===== config.mk =====
export PLATFORM = sky130hd
export DESIGN_NAME = codec_mixer_regs
export DESIGN_NICKNAME = d
export VERILOG_FILES = /design/src/rtl/cmix_pkg.sv /design/src/rtl/cmix_wr_filter.sv /design/src/rtl/cmix_vol_decode.sv /design/src/rtl/cmix_rate_watch.sv /design/src/rtl/codec_mixer_regs.sv
export SDC_FILE = /design/constraint.sdc
export NUM_CORES = 2
export LEC_CHECK = 0
export ABC_CLOCK_PERIOD_IN_PS = 5450
export CAP_MARGIN = 20
export CORE_MARGIN = 10
export CORE_UTILIZATION = 35
export DETAILED_ROUTE_END_ITERATION = 10
export DONT_BUFFER_PORTS = 1
export PLACE_DENSITY = 0.46
export SLEW_MARGIN = 20
export SYNTH_ARGS = -nofsm -noshare
export SYNTH_HDL_FRONTEND = slang
export SYNTH_SLANG_ARGS = --single-unit

===== constraint.sdc =====
create_clock -name clk -period 5.45 [get_ports clk]
set_input_delay 0.545 -clock clk [delete_from_list [all_inputs] [get_ports clk]]
set_output_delay 0.545 -clock clk [all_outputs]
set_load 0.02 [all_outputs]

===== src/rtl/cmix_pkg.sv =====
package cmix_pkg;
    localparam int REG_W       = 16;
    localparam int ADDR_W      = 9;
    localparam int SPACE_BYTES = 256;
    localparam int NREG        = SPACE_BYTES / 2;
    localparam int IDX_W       = $clog2(NREG);
    localparam int NVOL        = 3;
    localparam int ATT_W       = 5;
    localparam int SRC_W       = 3;
    localparam int NRATE       = 3;

    localparam logic [REG_W-1:0] RATE_48K = 16'hBB80;

    localparam int VRA_BIT = 0;
    localparam int VRM_BIT = 3;
    localparam int PD_KEEP = 4;

    typedef enum logic [1:0] {
        ACC_BYTE  = 2'd0,
        ACC_WORD  = 2'd1,
        ACC_DWORD = 2'd2
    } acc_size_e;

    // word indexes (byte offset / 2)
    localparam logic [IDX_W-1:0] IX_MASTER = 7'h01;
    localparam logic [IDX_W-1:0] IX_LINE   = 7'h08;
    localparam logic [IDX_W-1:0] IX_PCM    = 7'h0C;
    localparam logic [IDX_W-1:0] IX_RECSEL = 7'h0D;
    localparam logic [IDX_W-1:0] IX_PD     = 7'h13;
    localparam logic [IDX_W-1:0] IX_EXTID  = 7'h14;
    localparam logic [IDX_W-1:0] IX_EXT    = 7'h15;
    localparam logic [IDX_W-1:0] IX_DAC    = 7'h16;
    localparam logic [IDX_W-1:0] IX_ADC    = 7'h19;
    localparam logic [IDX_W-1:0] IX_MIC    = 7'h1A;
    localparam logic [IDX_W-1:0] IX_ID1    = 7'h3E;
    localparam logic [IDX_W-1:0] IX_ID2    = 7'h3F;

    // power-on value of one register word
    function automatic logic [REG_W-1:0] reset_value(input logic [IDX_W-1:0] ix);
        case (ix)
            7'h01, 7'h03, 7'h0F:                 return 16'h8000;
            7'h06, 7'h07:                        return 16'h8008;
            7'h08, 7'h09, 7'h0B, 7'h0C:          return 16'h8808;
            7'h13:                               return 16'h000F;
            7'h14:                               return 16'h0809;
            7'h15:                               return 16'h0009;
            7'h16, 7'h17, 7'h18, 7'h19, 7'h1A:   return RATE_48K;
            7'h3E:                               return 16'h8384;
            7'h3F:                               return 16'h7600;
            default:                             return '0;
        endcase
    endfunction

    // word index of volume channel ch
    function automatic logic [IDX_W-1:0] vol_index(input int ch);
        case (ch)
            0:       return IX_MASTER;
            1:       return IX_LINE;
            default: return IX_PCM;
        endcase
    endfunction
endpackage


===== src/rtl/cmix_wr_filter.sv =====
// Write filter: turns a raw port write into a storage update.
// It applies the protection, nibble-keep, masking, rate gating and forcing rules.
// Assumes ext_q and pd_q are the current stored control and power-down words.
module cmix_wr_filter
    import cmix_pkg::*;
(
    input  logic              wr_en,
    input  logic [1:0]        acc_size,
    input  logic [ADDR_W-1:0] addr,
    input  logic [REG_W-1:0]  wdata,
    input  logic [REG_W-1:0]  ext_q,
    input  logic [REG_W-1:0]  pd_q,
    output logic              wr_go,
    output logic [IDX_W-1:0]  wr_ix,
    output logic [REG_W-1:0]  wr_val,
    output logic              force_ab,
    output logic              force_mic
);
    logic word_ok;

    // qualify: aligned word write inside the space
    always_comb word_ok = wr_en && (acc_size == ACC_WORD) && !addr[0]
                          && (addr < ADDR_W'(SPACE_BYTES));

    // per-register write rules
    always_comb begin
        wr_ix     = addr[IDX_W:1];
        wr_val    = wdata;
        wr_go     = word_ok;
        force_ab  = 1'b0;
        force_mic = 1'b0;
        if (word_ok) begin
            case (wr_ix)
                IX_ID1, IX_ID2, IX_EXTID: wr_go = 1'b0;
                IX_PD:     wr_val = {wdata[REG_W-1:PD_KEEP], pd_q[PD_KEEP-1:0]};
                IX_RECSEL: wr_val = {5'b0, wdata[8+SRC_W-1:8], 5'b0, wdata[SRC_W-1:0]};
                IX_DAC, IX_ADC: wr_go = ext_q[VRA_BIT];
                IX_MIC:    wr_go = ext_q[VRM_BIT];
                IX_EXT: begin
                    force_ab  = !wdata[VRA_BIT];
                    force_mic = !wdata[VRM_BIT];
                end
                default: ;
            endcase
        end
    end
endmodule


===== src/rtl/cmix_vol_decode.sv =====
// Volume decoder: splits each volume word into mute, left and right attenuation.
// Assumes words are packed channel 0 in the low bits.
module cmix_vol_decode
    import cmix_pkg::*;
(
    input  logic [NVOL*REG_W-1:0] vol_words,
    output logic [NVOL-1:0]       mute,
    output logic [NVOL*ATT_W-1:0] left_att,
    output logic [NVOL*ATT_W-1:0] right_att
);
    for (genvar c = 0; c < NVOL; c++) begin : g_ch
        // field extraction for channel c
        always_comb begin
            mute[c]                   = vol_words[c*REG_W + 15];
            left_att[c*ATT_W +: ATT_W]  = vol_words[c*REG_W + 8 +: ATT_W];
            right_att[c*ATT_W +: ATT_W] = vol_words[c*REG_W +: ATT_W];
        end
    end
endmodule


===== src/rtl/cmix_rate_watch.sv =====
// Rate watcher: raises a one-cycle strobe when a rate word differs from its previous cycle value.
// Assumes the watched word resets to RATE_48K in the same cycle as this block.
module cmix_rate_watch
    import cmix_pkg::*;
(
    input  logic             clk,
    input  logic             rst_n,
    input  logic [REG_W-1:0] rate,
    output logic             chg
);
    logic [REG_W-1:0] prev_q;

    // remember last cycle's rate
    always_ff @(posedge clk) begin
        if (!rst_n) prev_q <= RATE_48K;
        else        prev_q <= rate;
    end

    // compare against it
    always_comb chg = (rate != prev_q);
endmodule


===== src/rtl/codec_mixer_regs.sv =====
// Codec mixer register bank: word storage with defaults, a filtered write path,
// a registered read path, and decoded volume, record-source and rate outputs.
// Assumes one access per cycle and a synchronous active-low reset.
module codec_mixer_regs
    import cmix_pkg::*;
(
    input  logic                   clk,
    input  logic                   rst_n,
    input  logic                   wr_en,
    input  logic                   rd_en,
    input  logic [1:0]             acc_size,
    input  logic [ADDR_W-1:0]      addr,
    input  logic [REG_W-1:0]       wdata,
    output logic                   rd_valid,
    output logic [REG_W-1:0]       rdata,
    output logic [NVOL-1:0]        vol_mute,
    output logic [NVOL*ATT_W-1:0]  vol_left,
    output logic [NVOL*ATT_W-1:0]  vol_right,
    output logic [SRC_W-1:0]       rec_left,
    output logic [SRC_W-1:0]       rec_right,
    output logic [REG_W-1:0]       dac_rate,
    output logic [REG_W-1:0]       adc_rate,
    output logic [REG_W-1:0]       mic_rate,
    output logic                   dac_rate_chg,
    output logic                   adc_rate_chg,
    output logic                   mic_rate_chg
);
    logic [REG_W-1:0]      regs [NREG];
    logic [REG_W-1:0]      ext_ctl_q;
    logic [REG_W-1:0]      pd_q;
    logic                  wr_go, force_ab, force_mic;
    logic [IDX_W-1:0]      wr_ix;
    logic [REG_W-1:0]      wr_val;
    logic                  rd_word, rd_in_range;
    logic [NVOL*REG_W-1:0] vol_words;
    logic [NRATE*REG_W-1:0] rate_words;
    logic [NRATE-1:0]      rate_chg;

    always_comb ext_ctl_q = regs[IX_EXT];
    always_comb pd_q      = regs[IX_PD];

    cmix_wr_filter u_filt (
        .wr_en(wr_en), .acc_size(acc_size), .addr(addr), .wdata(wdata),
        .ext_q(ext_ctl_q), .pd_q(pd_q), .wr_go(wr_go), .wr_ix(wr_ix),
        .wr_val(wr_val), .force_ab(force_ab), .force_mic(force_mic)
    );

    // storage: defaults on reset, filtered write, rate forcing
    always_ff @(posedge clk) begin
        if (!rst_n) begin
            for (int i = 0; i < NREG; i++) regs[i] <= reset_value(IDX_W'(i));
        end else begin
            if (wr_go) regs[wr_ix] <= wr_val;
            if (force_ab) begin
                regs[IX_DAC] <= RATE_48K;
                regs[IX_ADC] <= RATE_48K;
            end
            if (force_mic) regs[IX_MIC] <= RATE_48K;
        end
    end

    // read qualification
    always_comb begin
        rd_word     = rd_en && (acc_size == ACC_WORD);
        rd_in_range = !addr[0] && (addr < ADDR_W'(SPACE_BYTES));
    end

    // registered read response
    always_ff @(posedge clk) begin
        if (!rst_n) begin
            rd_valid <= 1'b0;
            rdata    <= '0;
        end else begin
            rd_valid <= rd_word;
            if (rd_word) rdata <= rd_in_range ? regs[addr[IDX_W:1]] : '1;
        end
    end

    // gather volume words
    for (genvar c = 0; c < NVOL; c++) begin : g_vol
        always_comb vol_words[c*REG_W +: REG_W] = regs[vol_index(c)];
    end

    cmix_vol_decode u_vol (
        .vol_words(vol_words), .mute(vol_mute),
        .left_att(vol_left), .right_att(vol_right)
    );

    // record source fields and rate words
    always_comb begin
        rec_right  = regs[IX_RECSEL][SRC_W-1:0];
        rec_left   = regs[IX_RECSEL][8 +: SRC_W];
        dac_rate   = regs[IX_DAC];
        adc_rate   = regs[IX_ADC];
        mic_rate   = regs[IX_MIC];
        rate_words = {mic_rate, adc_rate, dac_rate};
    end

    for (genvar r = 0; r < NRATE; r++) begin : g_rate
        cmix_rate_watch u_watch (
            .clk(clk), .rst_n(rst_n),
            .rate(rate_words[r*REG_W +: REG_W]), .chg(rate_chg[r])
        );
    end

    // strobe outputs
    always_comb begin
        dac_rate_chg = rate_chg[0];
        adc_rate_chg = rate_chg[1];
        mic_rate_chg = rate_chg[2];
    end
endmodule


==> results.cfg <==
[worst_setup_path]
rrSetupSlack_ns = 1.87
cp-startpoint = addr[2]
timing.rr.start = regs[70][4]$_SDFFCE_PN0P_
worstSetupPathType = in2reg
path_max_fanout = 97
crit_path_end_kind = flip-flop
cp-start-kind = primary input
critPathArrivalTime_ns = 5.34
required_ns = 6.26

[clocking]
cts_tree = yes
numCtsBuffers = 228
cts_sinks = 2113
clock_path_buffers = 3
root_buffer = clkbuf_16
post_cts_buffers = 0
cts_max_level = 4
clkLatencyLatePin_ns = 0.94
clk_pin_slew_worst_paths_ns = 0.06

[floorplan]
pin_count = 138
rows = 188
die_area_um2 = 285700
core-area_um2 = 263000
initial_core_util_pct = 35.23
die_height_um = 534.5
die_w_um = 534.5

[yosys]
synth-edff-count = 2016
ys_types = 75
ys_seq_area_share_pct = 67.45
synth_top_area_share_pct = 65.35
avgSynthCellArea_um2 = 12.90
ys_async_sr_fraction_pct = 0
synth_top_area_cell = edfxtp_1
syn-cell-area_um2 = 92640
synth-seq-cells = 2113
synthCells = 7182
ys_top_cells_by_area = edfxtp_1 (65%), nor2_1 (8.3%), mux4_2 (4.4%)
ys.warnings.count = 0
ys_dominant_reg_cell = edfxtp_1

[global_routing]
grt_overflow = 0
grt_pass1_wl_um = 541300
grtUsageTotal_pct = 26.83
grt_pass1_vias = 62570
grt_antenna_before_repair = 18
grt_max_degree = 435

[timing]
finalCritPeriodShare_pct = 83.13
fin_worst_skew_ns = 0.07034
whs_ns = 0.02432
max_slew_margin_pct = -11.85
fin_crit_ns = 4.531
max_freq_mhz = 220.7
fin_setup_tns_ns = 0
drv_slew = 93
tightest_slew_ns = 1.678
setup_violations = 0
hold_violations = 0
rsz0062_at_grt = no

[routing]
wirelength_um = 398000
drt_iter0_markers = 9801
viasPerCell = 6.009
ant_nets = 0
drt_pass1_iterations = 6
drc = 0
vias = 65050
wl_per_cell_um = 36.76

[finish]
nets = 7149
drive_gt1_share_pct = 15.96
layout_common_cells = nor2_1 (2044), edfxtp_1 (2016), nand2_1 (355)
final_common_cell = nor2_1
areaGrowthSynthToFinish_pct = 13.44

[status]
violations = slew limit
run_status = finished, violations left

[min_path]
hp-class = in2reg
hp-start = wdata[12]

[job]
maxCapViolations = 0

[power]
p_sw_share_pct = 24.35
p_sw_mw = 9.013
power.leakage_nw = 32.71
p_per_area_nw_per_um2 = 352.2
vdd_ir_drop_max_mv = 0.2641
combPwrFrac_pct = 7.5
internal_power_mw = 27.99
seqPwrFrac_pct = 50.9
power_mw = 37.01
p_clk_share_pct = 41.6

[placed_design]
port_buffers = 0
place_congestion = 0.9171
dp_hpwl_um = 241100
==> area by class of cell <==
cell class                 count  area [µm²]
multi-input combinational   4369       27210
sequential                  2113       62480
timing repair buffer         391        3661
clock inverter               104       947.2
clock buffer                 314        6305
inverter                      15       70.07
antenna                        5       12.51
fill                       24920      157900
tap                         3515        4398
==> worst max-delay path, cell delays in order <==
cell and delay (ns):
buf_16 0.43, buf_16 0.51, nor2b_4 0.29, buf_4 0.34
buf_4 0.29, a22oi_1 0.24, o22ai_1 0.18, o311ai_0 0.88
buf_4 0.27, a32o_1 0.24, o22ai_1 0.10, dlygate4sd3_1 0.56
==> path summary, 6_finish.rpt <==
path / endpoint / depth (start not counted)
worst min-delay path: regs[25][12]$_SDFFE_PP1P_ / 2
worst max register to register: rdata[4]$_SDFFE_PN0P_ / 6
worst min register to register: regs[25][14]$_SDFFE_PP0P_ / 2
worst max-delay path: rdata[1]$_SDFFE_PN0P_ / 12
==> logic make-up after synthesis <==
logic type / synth area share (%)
DFF: 67.45
AOI/OAI and AO/OA: 8.057
and+or+nand+nor: 11.56
other: 0.008107
muxes: 8.301
xor gates and xnor gates: 0.4538
buffers and inverters: 4.178
==> metal layers <==
metal	GRT usage, %	vias to the layer above	share of wire [%]
li1	-	26230	-
met1	36.11	34120	40
met2	41.64	3895	45
met3	5.430	798	9.4
met4	12.68	10	5.5
met5	0	-	0.027
==> power by group through the flow <==
stage | Combinational (mW) | Clock [mW] | Sequential (mW)
4_1_cts | 2.61 | 15.5 | 18.8
6_report | 2.76 | 15.4 | 18.8
5_1_grt | 2.79 | 16.1 | 18.9
3_3_place_gp | 2.53 | 0 | 19.2
3_5_place_dp | 2.54 | 0 | 19.2
2_1_floorplan | 1.52 | 0 | 19.0
==> cells in the mapped netlist (32+ instances only) <==
cell type  number
nor2_1       2051
edfxtp_1     2016
nand2_1       356
clkbuf_1      302
o21ai_0       254
a221oi_1      249
buf_2         204
mux2i_1       201
mux4_2        180
buf_4         171
mux2_2        143
a21oi_1       128
dfxtp_1        97
a22oi_1        80
nand3_1        60
o22ai_1        55
nor3_1         49
xor2_1         48
buf_1          46
o221ai_1       46
and2_1         44
a31oi_1        43
a221o_1        42
nand2b_1       32
==> through the flow <==
step | cell area [µm²] | setup WS, ns | cells | util (%)
final | 105100 | 0.9193 | 10830 | 39.96
after CTS | 104900 | 1.677 | 10820 | 39.90
after detailed placement | 97370 | 0.9011 | 10370 | 37.02
after global placement | 97180 | 0.8123 | 10370 | 36.95
after global routing | 105100 | 0.9446 | 10820 | 39.96
after floorplan | 92850 | 1.796 | 7238 | -
==> flip-flops by register name, indices dropped and copies added, names as in the netlist <==
| signal | flops |
|---|---|
| rdata | 16 |
| rd_valid | 1 |
| g_rate.u_watch.prev_q | 48 |
| regs | 2048 |
==> timing repair <==
item,4_1_cts,5_1_grt
setup endpoints to repair,0,0
endpoints found under the hold margin,223,0
hold buffers,26,0
gates resized for setup,0,0
Power figures use the tool's default switching activity.
